`src/rtl/cmd_mailbox_regs.sv`:
```
module cmd_mailbox_regs #(
  parameter int unsigned RST_CYCLES = 1000,
  parameter logic [7:0]  MOD_A24    = 8'h3D
) (
  input  logic        clk,
  input  logic        rst_n,
  input  logic [3:0]  host_addr,
  input  logic        host_wr,
  input  logic [7:0]  host_wdata,
  output logic [7:0]  host_rdata,
  output logic        cmd_valid,
  input  logic        cmd_ready,
  output logic [31:0] cmd_addr,
  output logic [7:0]  cmd_mod,
  input  logic        done_valid,
  output logic        done_ready,
  input  logic [31:0] done_addr,
  input  logic        fatal_valid,
  input  logic [7:0]  fatal_code,
  output logic        maint_mode,
  output logic        soft_rst
);
  localparam int CW = $clog2(RST_CYCLES + 1);
  localparam logic [3:0] OFS_MOD = 4'd9, OFS_CSR = 4'd11, OFS_FAT = 4'd13;

  logic [31:0]   ptr_q, cpl_q;
  logic [7:0]    mod_q, fat_q;
  logic [CW-1:0] rst_cnt;
  logic          add_pend, rio, cpl_full, sem;

  wire rst_act = (rst_cnt != '0);
  wire wr_csr  = host_wr && host_addr == OFS_CSR && !rst_act;
  wire rst_go  = wr_csr && host_wdata[3];
  wire post    = wr_csr && host_wdata[2] && !add_pend;
  wire ptr_wr  = host_wr && !host_addr[3] && host_addr[0] && !add_pend;
  wire xfer    = cpl_full && !rio && !add_pend && !post;

  assign cmd_valid  = add_pend;
  assign done_ready = !cpl_full && !rst_act;
  assign soft_rst   = rst_act;

  always_ff @(posedge clk or negedge rst_n) begin
    if (!rst_n) begin
      ptr_q <= '0; cpl_q <= '0; mod_q <= '0; fat_q <= '0; rst_cnt <= '0;
      add_pend <= 1'b0; rio <= 1'b0; cpl_full <= 1'b0; sem <= 1'b0;
      maint_mode <= 1'b0; cmd_addr <= '0; cmd_mod <= '0;
    end else begin
      if (rst_act) rst_cnt <= rst_cnt - 1'b1;
      if (xfer) ptr_q <= cpl_q;
      else if (ptr_wr) ptr_q[8*host_addr[2:1] +: 8] <= host_wdata;
      if (host_wr && host_addr == OFS_MOD && !add_pend) mod_q <= host_wdata;
      if (rst_go) begin
        rst_cnt <= CW'(RST_CYCLES);
        add_pend <= 1'b0; rio <= 1'b0; cpl_full <= 1'b0;
        fat_q <= '0; maint_mode <= 1'b0; sem <= 1'b0;
      end else begin
        if (wr_csr) begin
          maint_mode <= host_wdata[5];
          sem        <= host_wdata[0];
        end
        if (post) begin
          add_pend <= 1'b1;
          cmd_addr <= (mod_q == MOD_A24) ? {8'h00, ptr_q[23:0]} : ptr_q;
          cmd_mod  <= mod_q;
        end else if (add_pend && cmd_ready) add_pend <= 1'b0;
        if (xfer) rio <= 1'b1;
        else if (wr_csr && host_wdata[1]) rio <= 1'b0;
        if (done_valid && done_ready) begin
          cpl_q <= done_addr; cpl_full <= 1'b1;
        end else if (xfer) cpl_full <= 1'b0;
        if (fatal_valid && !rst_act) fat_q <= fatal_code;
      end
    end
  end

  always_comb begin
    host_rdata = 8'h00;
    if (host_addr[0]) begin
      if (!host_addr[3]) host_rdata = ptr_q[8*host_addr[2:1] +: 8];
      else if (host_addr == OFS_MOD) host_rdata = mod_q;
      else if (host_addr == OFS_CSR)
        host_rdata = {rst_act, fat_q != 8'h00, maint_mode, 1'b0, rst_act, add_pend, rio, sem};
      else if (host_addr == OFS_FAT) host_rdata = fat_q;
    end
  end


  cmd_hold_chk: assert property (@(posedge clk) disable iff (!rst_n)
    add_pend && !cmd_ready && !rst_go |=> add_pend && $stable(cmd_addr) && $stable(cmd_mod));

  narrow_addr_chk: assert property (@(posedge clk) disable iff (!rst_n)
    cmd_valid && cmd_mod == MOD_A24 |-> cmd_addr[31:24] == 8'h00);

  one_slot_chk: assert property (@(posedge clk) disable iff (!rst_n)
    done_valid && done_ready |=> !done_ready);

  no_show_while_add_chk: assert property (@(posedge clk) disable iff (!rst_n)
    $rose(rio) |-> !$past(add_pend));

  quiet_reset_chk: assert property (@(posedge clk) disable iff (!rst_n)
    soft_rst |-> !cmd_valid && !done_ready);

  fatal_keep_chk: assert property (@(posedge clk) disable iff (!rst_n)
    !rst_go && !fatal_valid |=> fat_q == $past(fat_q));
endmodule

```
`config.mk`:
```
export PLATFORM = sky130hd
export DESIGN_NAME = cmd_mailbox_regs
export DESIGN_NICKNAME = d
export VERILOG_FILES = /design/src/rtl/cmd_mailbox_regs.sv
export SDC_FILE = /design/constraint.sdc
export NUM_CORES = 1
export LEC_CHECK = 0
export BUFFER_PORTS_ARGS = -buffer_cell sky130_fd_sc_hd__buf_2
export CAP_MARGIN = 20
export CORE_ASPECT_RATIO = 0.6
export CORE_MARGIN = 2
export CORE_UTILIZATION = 25
export DETAILED_ROUTE_END_ITERATION = 10
export HOLD_SLACK_MARGIN = 0.12
export SYNTH_ARGS = -nofsm -noshare
export SYNTH_HDL_FRONTEND = slang
export SYNTH_SLANG_ARGS = --single-unit
```
`constraint.sdc`:
```
create_clock -name clk -period 3.45 [get_ports clk]
set_input_delay 0 -clock clk [delete_from_list [all_inputs] [get_ports clk]]
set_output_delay 0 -clock clk [all_outputs]
set_load 0.02 [all_outputs]
```
[After elaboration in Yosys (flattened, before gate mapping)]
Index checks and enable logic that the tools add are counted.
Word-level totals
  flip-flop bits (word level): 135
  input bits: 58
  output and inout bits: 52
  logic and storage cells: 83
Cells by class
  $add $sub $neg: 2
  eq/ne operators: 4
  shift-type cells: 3
  mux-type cells: 26
  bitwise logic cells: 1
  reduce and logical (&&, ||, !) cells: 35
Operator list (count)
  32-bit 2-to-1 mux: 3
  8-bit 2-to-1 mux: 7
  5-bit negation with 34-bit output: 1
  8-bit by 34-bit variable shift with 32-bit output (first input constant): 1
  8-bit by 34-bit indexed part select with 32-bit output: 1
  32-bit bitwise mux: 1
  32-bit by 6-bit indexed part select with 8-bit output: 1
  10-bit 2-to-1 mux: 2
  1-bit logical AND: 18
  1-bit 2-to-1 mux: 13
  4-bit == test (second input constant): 3
  10-bit nonzero test: 1
  10-bit by 1-bit subtractor with 10-bit output (second input constant): 1
  3-bit nonzero test: 3
  8-bit by 6-bit == test with 1-bit output (second input constant): 1
  2-bit nonzero test: 4
  8-bit nonzero test: 1
  1-bit logical NOT: 6
  2-bit AND reduction: 2
  1-bit inverter: 1

[Logic depth before layout (Yosys ltp)]
Gate-level depths: netlist of run 1.
  depth in word-level cells: 10
  gate-level depth with buffers: 9
  depth with buffers taken out: 7

[Least setup slack after synthesis of run 1]
Ideal clock, no wire load.
  kind: register -> register
  from: reg rst_cnt[0]
  to: reg cpl_q[0]
  arrival time: 2.500 ns
  required time: 3.325 ns
  setup slack: 0.826 ns
  stages on the path, launching flop included: 9
  path buffers: 1
  clock period less this slack: 2.624 ns
  cell sequence: dfrtp_1 inv_1 ha_1 nor4b_1 nor3b_4 inv_2 nor4b_4 buf_6 mux2_2
Between the ends
  longest elaborated chain between the ends: 6
  elaborated cells on any way between the ends: 8
  those cells by class: bitwise (1); reduce/logical (7)
RTL lines
  start, declared: RTL line 28  | logic [CW-1:0] rst_cnt;
  start signal, assigned: RTL line 48  | if (rst_act) rst_cnt <= rst_cnt - 1'b1;
  start signal, assigned: RTL line 53  | rst_cnt <= CW'(RST_CYCLES);
  10-bit nonzero test *: RTL line 31  | wire rst_act = (rst_cnt != '0);
  net soft_rst: RTL line 21  | output logic soft_rst
  1-bit logical NOT *: RTL line 32, 39
  1-bit logical AND: RTL line 32  | wire wr_csr = host_wr && host_addr == OFS_CSR && !rst_act;
  1-bit logical AND: RTL line 33  | wire rst_go = wr_csr && host_wdata[3];
  1-bit inverter (no source line)
  2-bit AND reduction (no source line) *
  end signal, assigned: RTL line 44  | ptr_q <= '0; cpl_q <= '0; mod_q <= '0; fat_q <= '0; rst_cnt <= '0;
  end signal, assigned: RTL line 69  | cpl_q <= done_addr; cpl_full <= 1'b1;
  end, declared: RTL line 26  | logic [31:0] ptr_q, cpl_q;
The timed path passes the listed nets; every way through them passes the cells marked *.
A chain may end at the register's enable or synchronous reset.

[Final worst setup path of run 1]
  from: reg rst_cnt[0]
  to: reg fat_q[1]
Between the ends
  longest elaborated chain between the ends: 5
  elaborated cells on any way between the ends: 7
  those cells by class: mux (1); reduce/logical (6)
RTL lines
  10-bit nonzero test *: RTL line 31
  1-bit logical NOT *: RTL line 32, 71
  1-bit logical AND: RTL line 32
  1-bit logical AND: RTL line 33
  8-bit 2-to-1 mux / 2-bit nonzero test (equally long branches)
  end signal, assigned: RTL line 71  | if (fatal_valid && !rst_act) fat_q <= fatal_code;
  end, declared: RTL line 27  | logic [7:0] mod_q, fat_q;
Mark *: on every way between the ends. The rest lies on a longest branch, timed or not.

==> results.txt, run 1 <==
status: finished clean
Die ar.: 0.0262 sq mm
Mean Syn Cell Area: 13.2 sq um
GR Overflow Total: 0
Root Buffer Master: clkbuf_16
sw frac: 0.254
# rows: 44
Setup Skew: 12.0 ps
drt pass-1 iters: 5
Hold Vio Cnt, Final: 0
Reg-to-Reg End: fat_q[1]
Yosys reg bits: 135
P_int: 0.00328 W
CP Data Arrival Time: 3260 ps
All-Layer GR Usage: 0.152
leading area contributor after synthesis: dfrtp_1
post-synthesis compound-gate area fraction: 0.0989
total power: 0.00439 W
R2R setup slack: 510 ps
I/O pin total: 110
Slew @ Worst Pin: 1030 ps
layout overhead on the synthesized area: 33.8%
worst skew pair latency: 430 ps
nets@finish: 705
number of remaining DRC errors: 0
NetSw: 0.00112 W
simple-gate share of the synthesized area: 0.0868
Worst-path clk slew: 60 ps
largest net degree at the start of global routing: 114
Worst Path Required: 3770 ps
Commonest cells post-synth: dfrtp_1, mux2_2, a22o_1
Crit. End Element: register
clock buffer depth: 2
first-pass GRT wire length: 29,200 um
Clock Power Share: 0.424
share of the synthesized area in the top cell type: 0.542
setup violators final: 0
RSZ-0062 raised after global routing: false
Setup TNS: 0 ps
pwr/cell area: 527 mW/mm^2
Logic pwr share: 0.129
initial antenna violation count: 2
antenna-violating nets left: 0
Synth area leaders: dfrtp_1, mux2_2, a22o_1, mux4_2, mux2i_1
fill count: 2,446
Core Area: 0.0243 sq mm
layout cells sized above 1: 0.409
initial core utilization: 0.256
total number of vias: 4,623
GPL Wtd Cong: 0.798
reg2reg path depth: 7
Synth Flop Type: dfrtp_1
storage element area: 0.00338 sq mm
mux cell area share after synthesis: 0.235
Inserted Diodes: 0
Critical R2R Launch: rst_cnt[0]
syn nets: 534
cell with the most instances after synthesis: dfrtp_1
Post-Synth XOR/XNOR Area: 0.00281
Die Y: 126 um
leakage power: 4.04 nW
port bufs: 109
post-synthesis sequential area ratio: 0.542
Max Transition Viols Final: 0
width of the die: 208 um
depth of the CTS H-tree: 4
worst setup path endpoint: fat_q[1]
final worst-path cycle share: 0.852
vias in the first global route: 4,626
Mapped Cells: 471
largest family of logic cells by synthesized area: multiplexers
fin util: 0.343
post-CTS setup buffers: 0
Max-Cap Viols: 0
CTS tree: done
Synth Area in Adders: 0.0100
fraction of registers with async set/reset: 1.00
crit path kind: reg2reg
Fmax achieved: 340 MHz
share of power burned in registers: 0.447
Hold WC Path Type: in2reg
hold_ws: 150 ps
Unique masters post-synth: 52
Detailed Route WL: 19,100 um
# clock sinks: 135
multi-input logic area: 0.00270 sq mm
Slew HR: 0.314
DRT iter0 DRCs: 298
Min Clock Period, post-route: 2940 ps
post-DR vias/cell: 4.73
Hold Startpoint: fatal_valid
post-DR wirelength/cell: 19.6 um
startpoint types: register
CTS buffer count: 17
Final Non-Filler Cells: 977
post-synth design cell area: 0.00623 sq mm
dpl cells: 887
DP HPWL: 13,900 um
crit-path max FO: 8
Syn. warnings: 0
Worst Setup SP: rst_cnt[0]
Post-synth EDFFs: 0
Max IR drop VDD: 0.289 mV
[area by class of cell]
type                    instances  share of cell area
well taps                     322              0.0483
inverters                       8             0.00360
clock buffers                  23              0.0573
flip-flops and latches        135               0.405
multi-input cells             303               0.324
clock inverters                 9              0.0147
repair buffers                177               0.147
[worst min path at each step]
stage,to,cells after the start
finish,fat_q[2],3
global route,fat_q[2],3
CTS,fat_q[2],3
detailed placement,fat_q[6],2
global placement,fat_q[6],2
floorplan,cmd_addr[0],0
[what timing repair did]
item	4_1_cts	5_1_grt
hold endpoints to repair	187	17
gates resized for setup	0	0
hold buffers	56	1
[critical path, stage by stage, from the launching register on]
cell and delay [ps]:
dfrtp_1 400, inv_1 110, ha_1 210, nor4b_1 450, nand4_1 440, and3_1 450, a22o_1 210, dlygate4sd3_1 550
[metrics by stage]
stage | cell area [sq um] | worst slack, ps
finish | 8330 | 511
CTS | 8300 | 504
global route | 8330 | 167
floorplan | 6230 | 826
global placement | 7140 | 836
detailed placement | 7140 | 741
[sequential cells by signal (all words and copies together) (netlist names)]
register and cells:
mod_q 8, cmd_mod 8, fat_q 8, ptr_q 32
cmd_addr 32, rst_cnt 10, cmd_valid 1, cpl_full 1
rio 1, sem 1, cpl_q 32, maint_mode 1
[logic make-up after synthesis]
kind of cell	Yosys count
simple gates	89
fa+ha+maj	5
flops	135
compound gates	84
buf+inv	33
xor+xnor	2
mux	123
[metal layers]
layer	vias up	part of all wire	track usage
li1	2110	-	-
met4	0	0.0087	0.0300
met1	2350	0.51	0.235
met5	-	0	0
met2	151	0.40	0.199
met3	12	0.082	0.0556
[power groups by stage]
stage          Combinational, W  Sequential [W]  Clock [W]
2_1_floorplan          0.000368         0.00186          0
3_5_place_dp           0.000512         0.00198          0
5_1_grt                0.000619         0.00198    0.00199
4_1_cts                0.000565         0.00196    0.00191
3_3_place_gp           0.000505         0.00198          0
6_report               0.000566         0.00196    0.00186
[placed cells by master, fill, tap and decap left out, drive strengths merged, types with 3 or more instances in the layout]
| cell type | Yosys | routed |
|---|---|---|
| bufinv | 0 | 3 |
| inv | 8 | 8 |
| nor4 | 3 | 3 |
| nor2b | 4 | 4 |
| dfrtp | 135 | 135 |
| mux2i | 11 | 11 |
| a21oi | 8 | 8 |
| nor3 | 4 | 4 |
| dlygate4sd3 | 0 | 57 |
| a22o | 38 | 38 |
| nor3b | 3 | 3 |
| or4 | 3 | 3 |
| nand4 | 6 | 6 |
| nand2b | 3 | 3 |
| nand2 | 25 | 25 |
| a211oi | 5 | 5 |
| and3b | 3 | 3 |
| and3 | 4 | 4 |
| a31oi | 3 | 3 |
| buf | 11 | 120 |
| nor2 | 13 | 13 |
| clkinv | 0 | 5 |
| mux4 | 8 | 8 |
| ha | 5 | 5 |
| clkbuf | 14 | 23 |
| o21ai | 19 | 19 |
| mux2 | 104 | 104 |
| nor4b | 4 | 4 |
Power figures use the tool's default switching activity.
==> run 2: changes to the inputs <==
- PLACE_DENSITY: default -> 0.52
==> results.txt, run 2 (synthesized netlist as in run 1, its figures left out) <==
commonest cells after routing, fill and taps aside: dfrtp_1, buf_2, mux2_2
Setup Skew: 10.8 ps
Max Transition Viols Final: 0
Root Buffer Master: clkbuf_16
post-CTS setup buffers: 0
Detailed Route WL: 19,500 um
Slew HR: 0.325
CP Data Arrival Time: 3350 ps
depth of the CTS H-tree: 4
Die Y: 126 um
Logic pwr share: 0.131
initial core utilization: 0.256
storage element area: 0.00338 sq mm
crit-path max FO: 33
final worst-path cycle share: 0.884
Slew @ Worst Pin: 1010 ps
sw frac: 0.265
layout overhead on the synthesized area: 32.5%
Max IR drop VDD: 0.289 mV
port bufs: 109
Die ar.: 0.0262 sq mm
CTS tree: done
total number of vias: 4,613
GPL Wtd Cong: 0.840
startpoint types: register
width of the die: 208 um
Inserted Diodes: 0
crit path cell chain: inv_1 > ha_1 > nor4b_1 > nor3b_4 > inv_2 > nor4b_4 > buf_4 > mux2_2
initial antenna violation count: 0
CTS buffer count: 17
I/O pin total: 110
Worst Path Required: 3750 ps
antenna-violating nets left: 0
Worst path slowest cell: nor3b_4
crit path kind: reg2reg
multi-input logic area: 0.00270 sq mm
# rows: 44
first-pass GRT wire length: 29,900 um
DRT iter0 DRCs: 313
Max-Cap Viols: 0
post-CTS sizing: 0
clock buffer depth: 2
biggest regs: cmd_addr x32, cpl_q x32, ptr_q x32
Hold WC Path Type: in2reg
share of power burned in registers: 0.448
RSZ-0062 raised after global routing: false
DP HPWL: 14,400 um
P_int: 0.00324 W
setup violators final: 0
Crit. End Element: register
fill count: 2,426
post-DR wirelength/cell: 20.1 um
number of remaining DRC errors: 0
commonest non-fill, non-tap cell in the layout: dfrtp_1
largest net degree at the start of global routing: 72
vias in the first global route: 4,749
pwr/cell area: 534 mW/mm^2
pre-CTS setup slack: 438 ps
worst skew pair latency: 430 ps
drt pass-1 iters: 4
Fmax achieved: 328 MHz
GR Overflow Total: 0
# clock sinks: 135
total power: 0.00440 W
nets@finish: 698
Worst-path clk slew: 60 ps
Setup TNS: 0 ps
post-DR vias/cell: 4.77
Clock Power Share: 0.421
Core Area: 0.0243 sq mm
status: finished clean
Final WS setup: 400 ps
leakage power: 3.98 nW
CP max stage delay: 510 ps
Min Clock Period, post-route: 3050 ps
Hold Vio Cnt, Final: 0
layout cells sized above 1: 0.413
All-Layer GR Usage: 0.153
NetSw: 0.00117 W
## run 2: worst max-delay path: cells and delay by family, from the launching register on
family,cells,cell delay [ps]
buf+inv,3,680
fa+ha+maj,1,200
flops,1,390
simple gates,3,1210
mux,1,390
## run 2: through the flow
step / instance area (sq um) / cells / utilization / hold WS [ps]
after floorplan: 6230 / 471 / - / -296
after global placement: 7150 / 887 / 0.294 / 43.2
after detailed placement: 7150 / 887 / 0.294 / 59.9
after CTS: 8250 / 968 / 0.339 / 138
after global routing: 8250 / 968 / 0.339 / 170
final: 8250 / 968 / 0.339 / 147
## run 2: what timing repair did
| action | in CTS | in global routing |
|---|---|---|
| hold buffers | 51 | 0 |
| setup endpoints to repair | 0 | 0 |
| hold endpoints to repair | 131 | 0 |
## run 2: final timing paths
kind	start	to	slack, ps	cells after the start
worst max-delay path	rst_cnt[0]	cpl_q[1]	400	8
worst max register to register	rst_cnt[0]	cpl_q[1]	400	8
worst min-delay path	fatal_valid	fat_q[5]	150	3
min in group asynchronous	rst_n	cmd_mod[6]	160	2
max in group asynchronous	rst_n	cpl_q[4]	2350	3
worst min register to register	cmd_mod[3]	cmd_mod[3]	500	1
## run 2: layout make-up
cell class,instances,share of cell area
clock buffer,19,0.0537
multi-input combinational,303,0.327
timing repair buffer,170,0.139
inverter,8,0.00364
sequential,135,0.409
tap,322,0.0488
clock inverter,11,0.0185
## run 2: routing by layer
metal | routed length (um) | track usage
met1 | 9870 | 0.235
met2 | 8080 | 0.216
met3 | 1370 | 0.0349
met4 | 166 | 0.0346
met5 | 0 | 0
## run 2: power by group through the flow
stage	Combinational, W	Sequential, W	Clock (W)
floorplan	0.000368	0.00186	0
global placement	0.000517	0.00200	0
detailed placement	0.000529	0.00200	0
CTS	0.000582	0.00197	0.00189
global route	0.000630	0.00199	0.00196
finish	0.000577	0.00197	0.00185
==> run 3: changes to the inputs <==
--- a/constraint.sdc
+++ b/constraint.sdc
@@ -3,2 +3,2 @@
 set_output_delay 0 -clock clk [all_outputs]
-set_load 0.02 [all_outputs]
+set_load 0.1 [all_outputs]
==> results.txt, run 3 (synthesized netlist as in run 1, its figures left out) <==
status: finished clean
biggest regs: cmd_addr x32, cpl_q x32, ptr_q x32
Fmax achieved: 359 MHz
Hold Vio Cnt, Final: 0
Max Transition Viols Final: 0
Inserted Diodes: 0
final std cell area, no fill: 0.00837 sq mm
multi-input logic area: 0.00270 sq mm
fill count: 2,397
Die ar.: 0.0262 sq mm
layout cells sized above 1: 0.419
largest net degree at the start of global routing: 88
RSZ-0062 raised after global routing: false
Max IR drop VDD: 0.292 mV
Max-Cap Viols: 0
Worst Path Required: 3740 ps
post-DR vias/cell: 4.68
CTS tree: done
initial antenna violation count: 0
worst skew pair latency: 420 ps
All-Layer GR Usage: 0.150
Setup Skew: 12.2 ps
Worst Setup SP: rst_cnt[0]
sw frac: 0.251
CTS buffer count: 17
P_int: 0.00357 W
Core Area: 0.0243 sq mm
Crit. End Element: register
storage element area: 0.00338 sq mm
DP HPWL: 14,100 um
DRT iter0 DRCs: 365
Post-DP Area: 0.00715 sq mm
drt pass-1 iters: 4
NetSw: 0.00120 W
post-CTS setup buffers: 0
cell family with most CP delay: simple AND/OR/NAND/NOR gates
worst setup path endpoint: cpl_q[0]
Worst-path clk slew: 60 ps
Reg-to-Reg End: cpl_q[0]
Worst Path Buf+Inv: 3
setup violators final: 0
Root Buffer Master: clkbuf_16
CP Data Arrival Time: 3080 ps
nets@finish: 699
post-CTS sizing: 0
Logic pwr share: 0.132
final worst-path cycle share: 0.808
width of the die: 208 um
reg2reg path depth: 8
pwr/cell area: 570 mW/mm^2
port bufs: 109
Die Y: 126 um
crit path kind: reg2reg
commonest cells after routing, fill and taps aside: dfrtp_1, buf_2, mux2_2
antenna-violating nets left: 0
Metal-1 WL: 9760 um
initial core utilization: 0.256
# clock sinks: 135
Slew @ Worst Pin: 1020 ps
CTS Hold Buffers Added: 51
clock buffer depth: 2
depth of the CTS H-tree: 4
top sig layer: met4
Met2 Wirelength: 7840 um
met3 WL: 1400 um
Critical R2R Launch: rst_cnt[0]
Worst path slowest cell: nor4b_1
CP max stage delay: 440 ps
crit path cell chain: inv_1 > ha_1 > nor4b_1 > nor3b_4 > inv_2 > nor4b_4 > buf_4 > mux2_2
Min Clock Period, post-route: 2790 ps
vias in the first global route: 4,673
total number of vias: 4,543
GR Overflow Total: 0
share of power burned in registers: 0.412
layout overhead on the synthesized area: 34.4%
GPL Wtd Cong: 0.816
post-DR wirelength/cell: 19.7 um
Clock Power Share: 0.456
commonest non-fill, non-tap cell in the layout: dfrtp_1
first-pass GRT wire length: 29,300 um
leakage power: 4.03 nW
Detailed Route WL: 19,200 um
startpoint types: register
I/O pin total: 110
Hold WC Path Type: in2reg
R2R setup slack: 660 ps
Setup TNS: 0 ps
WP depth: 8
number of remaining DRC errors: 0
Slew HR: 0.319
crit-path max FO: 33
# rows: 44
==> run 3: cell types whose count changed in the layout (fill, tap and decap cells not counted) <==
cell,delta
bufinv_16,+4
buf_4,+2
clkinvlp_4,+1
a211oi_2,+1
clkinv_4,-4
clkbuf_1,-1
o311ai_1,+1
clkbuf_8,+2
o311ai_0,-1
a211oi_1,-1
buf_12,-1
==> run 3: cell type report <==
class / instances / area share
repair buffers: 171 / 0.137
flip-flops and latches: 135 / 0.404
clock buffers: 20 / 0.0558
inverters: 8 / 0.00359
clock inverters: 12 / 0.0293
well taps: 322 / 0.0481
multi-input cells: 303 / 0.323
==> run 3: power groups by stage <==
stage | clock network (W) | registers (W) | logic (W)
floorplan | 0 | 0.00186 | 0.000425
global placement | 0 | 0.00199 | 0.000570
detailed placement | 0 | 0.00199 | 0.000579
CTS | 0.00222 | 0.00196 | 0.000632
global route | 0.00229 | 0.00198 | 0.000681
finish | 0.00218 | 0.00197 | 0.000628
==> run 3: tightest hold or removal path: stages <==
cell and delay [ps]:
buf_2 100, and3_1 230, a22o_1 200
==> run 3: through the flow <==
stage	cells	power [W]	hold WS [ps]	setup slack, ps	utilization
after floorplan	471	0.00228	-296	26.1	-
after global placement	888	0.00256	111	694	0.294
after detailed placement	888	0.00257	118	632	0.294
after CTS	971	0.00481	129	611	0.344
after global routing	971	0.00495	157	427	0.344
final	971	0.00477	155	663	0.344
==> run 3: layer usage <==
metal,vias up,track usage
met5,-,0
met4,0,0.0338
met3,16,0.0394
met2,142,0.208
met1,2287,0.229
li1,2098,-
==> run 3: how the worst min path moves through the flow <==
stage	startpoint	endpoint	cells past startpoint
after floorplan	rst_n	cmd_addr[0]	0
after global placement	rst_n	cmd_mod[5]	1
after detailed placement	rst_n	cmd_mod[2]	1
after CTS	fatal_valid	fat_q[6]	3
after global routing	fatal_valid	fat_q[6]	3
final	fatal_valid	fat_q[6]	3
